[src/rtl/msi_bank_pkg.sv]
// Shared constants and helpers for the message-signaled interrupt bank.
// Assumes byte offsets with 16-byte register spacing.
package msi_bank_pkg;
    // Low address bits that must be zero for a legal access.
    localparam int unsigned ALIGN_BITS = 4;

    // Returns a word with a single bit set at position idx.
    function automatic logic [31:0] bit_of(input logic [4:0] idx);
        bit_of = 32'd1 << idx;
    endfunction
endpackage

[src/rtl/msi_addr_decode.sv]
// Decodes one byte offset into the hit lines of the bank.
// Assumes: message register i at i << ALIGN_BITS, plus one status
// offset and one index offset. Purely combinational.
module msi_addr_decode
    import msi_bank_pkg::*;
#(
    parameter int unsigned ADDR_W     = 12,
    parameter int unsigned NUM_REGS   = 8,
    parameter int unsigned STATUS_OFS = 'h120,
    parameter int unsigned INDEX_OFS  = 'h140
) (
    input  logic [ADDR_W-1:0]   addr,
    output logic                aligned,
    output logic [NUM_REGS-1:0] msg_hit,
    output logic                status_hit,
    output logic                index_hit
);
    // Alignment check on the low address bits.
    always_comb aligned = (addr[ALIGN_BITS-1:0] == '0);

    // One comparator per message register.
    for (genvar i = 0; i < NUM_REGS; i++) begin : g_msg
        assign msg_hit[i] = aligned && (addr == ADDR_W'(i << ALIGN_BITS));
    end

    // Fixed global offsets.
    always_comb begin
        status_hit = aligned && (addr == ADDR_W'(STATUS_OFS));
        index_hit  = aligned && (addr == ADDR_W'(INDEX_OFS));
    end
endmodule

[src/rtl/msi_reg_slice.sv]
// One message register and its interrupt line.
// A set ORs one bit in; a clear empties the register; when both come
// together the clear applies to the old contents and the new bit survives.
module msi_reg_slice #(
    parameter int unsigned DATA_W = 32,
    localparam int unsigned BIT_W = $clog2(DATA_W)
) (
    input  logic              clk,
    input  logic              rst_n,
    input  logic              set_en,
    input  logic [BIT_W-1:0]  set_idx,
    input  logic              clr_en,
    output logic [DATA_W-1:0] value,
    output logic              line
);
    logic [DATA_W-1:0] set_mask;
    logic [DATA_W-1:0] kept;

    // Decode the bit to set and the part of the register that survives.
    always_comb begin
        set_mask = set_en ? (DATA_W'(1) << set_idx) : '0;
        kept     = clr_en ? '0 : value;
    end

    // Register update: clear first, then merge the new bit.
    always_ff @(posedge clk) begin
        if (!rst_n) value <= '0;
        else        value <= kept | set_mask;
    end

    // Level line follows non-empty contents.
    always_comb line = |value;

    assert_set_lands_R2: assert property (@(posedge clk) disable iff (!rst_n)
        set_en |=> value[$past(set_idx)]);
    assert_clear_empties_R3: assert property (@(posedge clk) disable iff (!rst_n)
        (clr_en && !set_en) |=> (value == '0) && !line);
    assert_set_wins_R8: assert property (@(posedge clk) disable iff (!rst_n)
        (clr_en && set_en) |=> ($countones(value) == 1) && line);
    assert_idle_holds_R9: assert property (@(posedge clk) disable iff (!rst_n)
        (!clr_en && !set_en) |=> $stable(value));
endmodule

[src/rtl/msi_read_mux.sv]
// Read data selection for the bank.
// Misaligned reads give all ones, message offsets give the register,
// the status offset gives the non-empty summary, anything else zero.
module msi_read_mux #(
    parameter int unsigned DATA_W   = 32,
    parameter int unsigned NUM_REGS = 8
) (
    input  logic                             rd_en,
    input  logic                             aligned,
    input  logic [NUM_REGS-1:0]              msg_hit,
    input  logic                             status_hit,
    input  logic [NUM_REGS-1:0][DATA_W-1:0]  values,
    output logic [DATA_W-1:0]                rd_data
);
    logic [DATA_W-1:0] msg_word;
    logic [DATA_W-1:0] status_word;

    // OR-combine the one-hot selected register and build the summary.
    always_comb begin
        msg_word    = '0;
        status_word = '0;
        for (int i = 0; i < NUM_REGS; i++) begin
            if (msg_hit[i]) msg_word = msg_word | values[i];
            status_word[i] = |values[i];
        end
    end

    // Final priority selection.
    always_comb begin
        if (!rd_en)          rd_data = '0;
        else if (!aligned)   rd_data = '1;
        else if (|msg_hit)   rd_data = msg_word;
        else if (status_hit) rd_data = status_word;
        else                 rd_data = '0;
    end
endmodule

[src/rtl/msi_bank.sv]
// Top of the shared message-signaled interrupt register bank.
// Assumes separate read and write ports that may both be active in
// one cycle; reads have a clear side effect on message registers.
module msi_bank
    import msi_bank_pkg::*;
#(
    parameter int unsigned ADDR_W     = 12,
    parameter int unsigned DATA_W     = 32,
    parameter int unsigned NUM_REGS   = 8,
    parameter int unsigned STATUS_OFS = 'h120,
    parameter int unsigned INDEX_OFS  = 'h140
) (
    input  logic                clk,
    input  logic                rst_n,
    input  logic                wr_en,
    input  logic [ADDR_W-1:0]   wr_addr,
    input  logic [DATA_W-1:0]   wr_data,
    input  logic                rd_en,
    input  logic [ADDR_W-1:0]   rd_addr,
    output logic [DATA_W-1:0]   rd_data,
    output logic [NUM_REGS-1:0] irq
);
    localparam int unsigned SEL_W   = $clog2(NUM_REGS);
    localparam int unsigned BIT_W   = $clog2(DATA_W);
    localparam int unsigned SEL_TOP = DATA_W - 1;
    localparam int unsigned BIT_TOP = DATA_W - 1 - SEL_W;

    logic                wr_aligned, wr_status_hit, wr_index_hit;
    logic [NUM_REGS-1:0] wr_msg_hit;
    logic                rd_aligned, rd_status_hit, rd_index_hit;
    logic [NUM_REGS-1:0] rd_msg_hit;
    logic [SEL_W-1:0]    wr_sel;
    logic [BIT_W-1:0]    wr_bit;
    logic [NUM_REGS-1:0] set_en;
    logic [NUM_REGS-1:0] clr_en;
    logic [NUM_REGS-1:0][DATA_W-1:0] values;

    msi_addr_decode #(.ADDR_W(ADDR_W), .NUM_REGS(NUM_REGS),
                      .STATUS_OFS(STATUS_OFS), .INDEX_OFS(INDEX_OFS)) u_wr_dec (
        .addr(wr_addr), .aligned(wr_aligned), .msg_hit(wr_msg_hit),
        .status_hit(wr_status_hit), .index_hit(wr_index_hit)
    );

    msi_addr_decode #(.ADDR_W(ADDR_W), .NUM_REGS(NUM_REGS),
                      .STATUS_OFS(STATUS_OFS), .INDEX_OFS(INDEX_OFS)) u_rd_dec (
        .addr(rd_addr), .aligned(rd_aligned), .msg_hit(rd_msg_hit),
        .status_hit(rd_status_hit), .index_hit(rd_index_hit)
    );

    // Split the doorbell word into register and bit selects.
    always_comb begin
        wr_sel = wr_data[SEL_TOP -: SEL_W];
        wr_bit = wr_data[BIT_TOP -: BIT_W];
    end

    // Per-register slices with their set and clear strobes.
    for (genvar i = 0; i < NUM_REGS; i++) begin : g_reg
        assign set_en[i] = wr_en && wr_index_hit && (wr_sel == SEL_W'(i));
        assign clr_en[i] = rd_en && rd_msg_hit[i];

        msi_reg_slice #(.DATA_W(DATA_W)) u_slice (
            .clk(clk), .rst_n(rst_n),
            .set_en(set_en[i]), .set_idx(wr_bit), .clr_en(clr_en[i]),
            .value(values[i]), .line(irq[i])
        );
    end

    msi_read_mux #(.DATA_W(DATA_W), .NUM_REGS(NUM_REGS)) u_rd_mux (
        .rd_en(rd_en), .aligned(rd_aligned), .msg_hit(rd_msg_hit),
        .status_hit(rd_status_hit), .values(values), .rd_data(rd_data)
    );

    assert_status_matches_lines_R4: assert property (@(posedge clk) disable iff (!rst_n)
        (rd_en && rd_status_hit) |-> (rd_data[NUM_REGS-1:0] == irq));
    assert_misaligned_ones_R5: assert property (@(posedge clk) disable iff (!rst_n)
        (rd_en && !rd_aligned) |-> (rd_data == '1));
    assert_other_write_ignored_R6: assert property (@(posedge clk) disable iff (!rst_n)
        (wr_en && !wr_index_hit && !rd_en) |=> $stable(irq));
    assert_single_target_R2: assert property (@(posedge clk) disable iff (!rst_n)
        $onehot0(set_en));
endmodule

[config.mk]
export PLATFORM = sky130hd
export DESIGN_NAME = msi_bank
export DESIGN_NICKNAME = d
export VERILOG_FILES = /design/src/rtl/msi_bank_pkg.sv /design/src/rtl/msi_addr_decode.sv /design/src/rtl/msi_reg_slice.sv /design/src/rtl/msi_read_mux.sv /design/src/rtl/msi_bank.sv
export SDC_FILE = /design/constraint.sdc
export NUM_CORES = 1
export LEC_CHECK = 0
export ABC_AREA = 1
export BUFFER_PORTS_ARGS = -buffer_cell sky130_fd_sc_hd__buf_2
export CAP_MARGIN = 5
export CORE_UTILIZATION = 45
export DETAILED_ROUTE_END_ITERATION = 7
export GPL_ROUTABILITY_DRIVEN = 0
export GPL_TIMING_DRIVEN = 0
export SYNTH_ARGS = -nofsm -noshare
export SYNTH_HDL_FRONTEND = slang
export SYNTH_SLANG_ARGS = --single-unit
[constraint.sdc]
create_clock -name clk -period 2.4 [get_ports clk]
set_input_delay 0.36 -clock clk [delete_from_list [all_inputs] [get_ports clk]]
set_output_delay 0.36 -clock clk [all_outputs]
set_load 0.1 [all_outputs]
== Yosys cells after proc, flatten, opt, wreduce, memory -nomap -nowiden ==
Index checks and enable logic that the tools add are counted.
Word-level totals
  bits in registers: 256
  input port bits: 60
  logic and storage cells: 108
Operators by class
  equal/unequal tests: 16
  shifts and indexed selects: 1
  mux-type cells: 28
  bitwise operators: 15
  reductions and logical operators: 40
Operator list (count)
  32-bit 2-to-1 mux: 27
  32-bit bitwise OR: 15
  32-bit OR reduction: 8
  12-bit by 7-bit == test with 1-bit output (second input constant): 4
  1-bit by 5-bit << shifter with 32-bit output (first input constant): 1
  1-bit logical AND: 27
  12-bit by 6-bit == test with 1-bit output (second input constant): 2
  12-bit by 9-bit == test with 1-bit output (second input constant): 2
  12-bit by 5-bit == test with 1-bit output (second input constant): 1
  3-bit == test (second input constant): 4
  12-bit logical NOT: 1
  4-bit logical NOT: 2
  8-bit 2-to-1 mux: 1
  8-bit OR reduction: 1
  3-bit by 2-bit == test with 1-bit output (second input constant): 2
  3-bit by 1-bit == test with 1-bit output (second input constant): 1
  3-bit logical NOT: 1

== Logic depth before layout (Yosys ltp) ==
  depth in word-level cells: 20
  depth in mapped cells: 12
  mapped depth without buffers: 9

== Modules after synthesis ==
A second synthesis with hierarchy kept.
Unflattened totals
  cells, all modules: 2519
  area total of the unflattened synthesis: 15523.6 um^2
By module, submodules not included
  msi_reg_slice: instances 8, cells each 214, area an instance 1485.2 um^2, sequential area each 640.6 um^2
  msi_read_mux: instances 1, cells each 679, area an instance 3062.9 um^2, sequential area each 0.0 um^2
  msi_addr_decode: instances 2, cells each 47, area an instance 224.0 um^2, sequential area each 0.0 um^2
  msi_bank: instances 1, cells each 34, area an instance 131.4 um^2, sequential area each 0.0 um^2

== Worst setup path before layout ==
OpenSTA, ideal clock, no wires.
  path kind: input-to-output
  from: in rd_addr[7]
  to: out rd_data[6]
  arrival time: 2486 ps
  slack: -446 ps
  stages: 9
  path buffers: 1
  path through: or2_4 -> nor2_4 -> buf_2 -> nand3_1 -> nand2_1 -> nor2_1 -> nand2_1 -> nor2_1 -> nor2_1
Between the ends
  word-level cells in the longest chain between the ends: 20
  elaborated cells between the ends (all ways): 38
RTL lines
  start, declared: line msi_bank.sv:19  | input logic [ADDR_W-1:0] rd_addr,
  12-bit logical NOT: line msi_addr_decode.sv:23  | assign msg_hit[i] = aligned && (addr == ADDR_W'(i << ALIGN_BITS));
  1-bit logical AND: line msi_addr_decode.sv:23
  32-bit 2-to-1 mux: line msi_read_mux.sv:23  | if (msg_hit[i]) msg_word = msg_word | values[i];
  32-bit bitwise OR: line msi_read_mux.sv:23
  32-bit 2-to-1 mux: line msi_read_mux.sv:23
  32-bit bitwise OR: line msi_read_mux.sv:23
  32-bit 2-to-1 mux: line msi_read_mux.sv:23
  32-bit bitwise OR: line msi_read_mux.sv:23
  [... 4 more ...]
  32-bit 2-to-1 mux: line msi_read_mux.sv:23
  32-bit bitwise OR: line msi_read_mux.sv:23
  32-bit 2-to-1 mux: line msi_read_mux.sv:23
  32-bit bitwise OR: line msi_read_mux.sv:23
  32-bit 2-to-1 mux: line msi_read_mux.sv:23
  32-bit 2-to-1 mux (*): line msi_read_mux.sv:32  | else if (|msg_hit) rd_data = msg_word;
  32-bit 2-to-1 mux (*): line msi_read_mux.sv:31  | else if (!aligned) rd_data = '1;
  32-bit 2-to-1 mux (*): line msi_read_mux.sv:30  | if (!rd_en) rd_data = '0;
  end, declared: line msi_bank.sv:20  | output logic [DATA_W-1:0] rd_data,
Every way passes the cells marked *; elsewhere a longest branch is shown, timed or not.

== Worst setup path in the final report ==
  from: in rd_addr[3]
  to: out rd_data[4]
Between the ends
  word-level cells in the longest chain between the ends: 20
  elaborated cells between the ends (all ways): 39
RTL lines (line)
  12-bit logical NOT / 4-bit logical NOT (equally long branches): msi_addr_decode.sv:23, msi_addr_decode.sv:19
  1-bit logical AND: msi_addr_decode.sv:23
  32-bit 2-to-1 mux: msi_read_mux.sv:23
  32-bit bitwise OR: msi_read_mux.sv:23
  32-bit 2-to-1 mux: msi_read_mux.sv:23
  32-bit bitwise OR: msi_read_mux.sv:23
  32-bit 2-to-1 mux: msi_read_mux.sv:23
  32-bit bitwise OR: msi_read_mux.sv:23
  [... 4 more ...]
  32-bit 2-to-1 mux: msi_read_mux.sv:23
  32-bit bitwise OR: msi_read_mux.sv:23
  32-bit 2-to-1 mux: msi_read_mux.sv:23
  32-bit bitwise OR: msi_read_mux.sv:23
  32-bit 2-to-1 mux: msi_read_mux.sv:23
  32-bit 2-to-1 mux: msi_read_mux.sv:32
  32-bit 2-to-1 mux (*): msi_read_mux.sv:31
  32-bit 2-to-1 mux (*): msi_read_mux.sv:30
Marked as above.

==> results.cfg <==
[critical_path]
cp-end-kind = output port
crit_buf_inv = 5
critPathTopFamily = simple AND/OR/NAND/NOR gates
cpPeakStageDelay_ns = 0.20
crit_path_max_fanout = 10
path_cells = buf_2 -> nor2_1 -> nand2_2 -> nor2_4 -> buf_8 -> buf_12 -> buf_8 -> nand3_1 -> nand2_1 -> nor2_1 -> nand2_1 -> nor2_2 -> nor2_2 -> buf_12
cp-start-kind = input pin
cp.depth = 14
worstPathArrival_ns = 2.08
worstPathRequired_ns = 2.04
r2r_cells = 2
path_class = input pin to output port
cp_slowest_cell = buf_12

[clock_tree]
cts_tree = done
clockRootBuffer = clkbuf_16
cts_inserted_buffers = 29
numClockSinks = 256
cts_hold_buffers = 0
clkSlewWorstSetupHoldPaths_ns = 0.06
h-tree-depth = 1
clk_path_buf_depth = 3
clk_latency_ns = 0.54

[sta]
hold_slack_ns = 0.301
finalSetupViolations = 3
relSlewSlack_pct = 10.7
max_freq_ghz = 0.409
skew_ns = 0
rsz0062_at_grt = true
worst_slack_ns = -0.0441
min_period_ns = 2.44
hold_violations = 0
maxSlewViolCount = 0
worst_pin_slew_ns = 1.33
period_share_pct = 102

[run_status]
outcome = finished, violations left
violations = setup timing

[synthesis]
avgSynthCellArea_um2 = 6.46
synth_cell_types = 24
synthesis.area_mm2 = 0.0135
yosys.area.top_type = dfxtp_1
synthCells = 2086
synth_fp_nets = 2146
synth_top_area_share_pct = 38.0
synth_area_leaders = dfxtp_1 (38%), nand2_1 (21%), nand3_1 (11%), a21oi_1 (9.5%), nor2_1 (7.4%)
yosysSeqAreaShare_pct = 38.0
yosysWarnings = 0
synth-seq-cells = 256

[grt]
grt_pass1_wl_um = 78500
first_global_vias = 13184
antenna_found_initial = 1
grt_use_total_pct = 33.9
grt_max_degree = 14
overflow = 0

[route]
wl_met2_um = 24700
dr.pass1.iters = 7
routed_wl_um = 53700
post-route-drc-count = 0
via_per_inst = 5.64
routed-wl-met3_um = 5050
vias = 14751
avgRoutedWirePerCell_um = 20.5
first_iter_violations = 1951
top_layer_used = met4
ant_nets = 0
met1_length_um = 21800

[floorplanning]
die_w_um = 175
io_pins = 100
rows = 62
die_area_mm2 = 0.0306
coreArea_mm2 = 0.0291
start_util_pct = 46.3
die_h_um = 175

[power]
power_density_mw_per_mm2 = 595
vdd_ir_drop_max_uv = 531
p_leak_nw = 6.86

[finish]
largest_reg_flops = 256
largest_register = g.u_slice.value
post-route-util_pct = 57.7
n_fill_cell = 2867
fin_area_mm2 = 0.0168
drive_above_1_share_pct = 20.0
final_net_count = 2271
synthToLayoutAreaGrowth_pct = 24.6
top_regs = g.u_slice.value (256)

[place]
port_buffers = 71
dpl_cell_area_mm2 = 0.0143
dp.final_hpwl_um = 38600

[worst_hold_path]
hold-path-cell-count = 4
min_path_type = input pin to register

[flow_run]
drv_cap = 0
==> final cells by class <==
type / count / area (µm²) / share of cell area, %
inverters: 40 / 150 / 0.894
clock buffers: 38 / 820 / 4.88
plain buffers: 149 / 1210 / 7.18
diodes: 1 / 2.50 / 0.0149
clock inverters: 14 / 228 / 1.36
flip-flops and latches: 256 / 5140 / 30.6
repair buffers: 95 / 1180 / 7.03
multi-input cells: 1640 / 7590 / 45.2
well taps: 384 / 480 / 2.86
==> per-layer routing <==
| layer | track usage (%) | vias up |
|---|---|---|
| met5 | 0 | - |
| met4 | 11.2 | 0 |
| met3 | 4.74 | 126 |
| met2 | 55.5 | 750 |
| met1 | 45.8 | 6889 |
| li1 | - | 6986 |
==> final timing paths <==
| path | end | slack, ns | from |
|---|---|---|---|
| setup / recovery | rd_data[4] | -0.04 | rd_addr[3] |
| setup reg to reg | g_reg[6].u_slice.value[31] | 1.67 | g_reg[6].u_slice.value[31] |
| hold reg to reg | g_reg[2].u_slice.value[2] | 0.48 | g_reg[2].u_slice.value[2] |
| hold / removal | g_reg[2].u_slice.value[5] | 0.30 | wr_data[27] |
==> cells by family (layout without fill, tap and decap cells) <==
group	Yosys count	in the layout	share of synthesized area (%)
buffers and inverters	190	336	8.49
other	0	1	0
DFF	256	256	38.0
AOI/OAI and AO/OA	256	256	9.53
and+or+nand+nor	1384	1384	44.0
==> cells in the final DEF, fill, tap and decap left out, types with 22 or more instances in the layout <==
cell,n
nand2_1,731
nand3_1,277
a21oi_1,255
dfxtp_1,244
nor2_1,206
buf_2,72
nor2_2,63
buf_12,37
buf_4,35
clkbuf_16,35
nand2_2,34
clkbuf_1,33
buf_8,32
inv_2,26
nand4_1,22
==> stage by stage <==
stage               setup WS [ns]  power, mW  instances  setup TNS [ns]
floorplan                  0.0300       4.81       2086               0
global placement           -0.408       4.99       2541          -10.69
detailed placement         -0.393       4.99       2541          -10.60
CTS                       -0.0176       9.93       2607         -0.0200
global route              -0.0920       10.2       2616          -0.684
finish                    -0.0441       9.99       2617         -0.0678
==> where the power goes <==
part           total [mW]  internal [mW]  switching (mW)
clock network        4.92           3.03            1.89
logic               0.819          0.218           0.601
registers            4.25           4.25      0.00000421
total                9.99           7.50            2.49
==> synthesized netlist by cell type <==
library cell and n:
nand4_4 1, inv_2 5, clkbuf_1 37, nand3b_1 1
buf_8 24, a21oi_1 255, nor2_2 18, buf_1 2
nand2_8 2, inv_1 35, buf_2 68, nand2_1 765
buf_4 18, nor2_8 9, or2_4 1, nand3_2 1
nor2_4 4, nor2_1 267, nand3_1 289, nand4_1 22
buf_6 1, nor3_2 4, a21oi_2 1, dfxtp_1 256
==> worst reg2reg max path, cell delays in order (launching register included) <==
cell     delay, ns
dfxtp_1       0.44
nand2_1       0.08
a21oi_1       0.14
==> timing repair <==
| action | in CTS | in global routing |
|---|---|---|
| endpoints found under the setup margin | 38 | 37 |
| pin swaps | 30 | 60 |
| setup buffers | 14 | 4 |
| hold endpoints to repair | 0 | 0 |
| gates cloned | 0 | 6 |
| gates resized for setup | 171 | 198 |
Note: power is estimated with default switching activity, not from simulation.
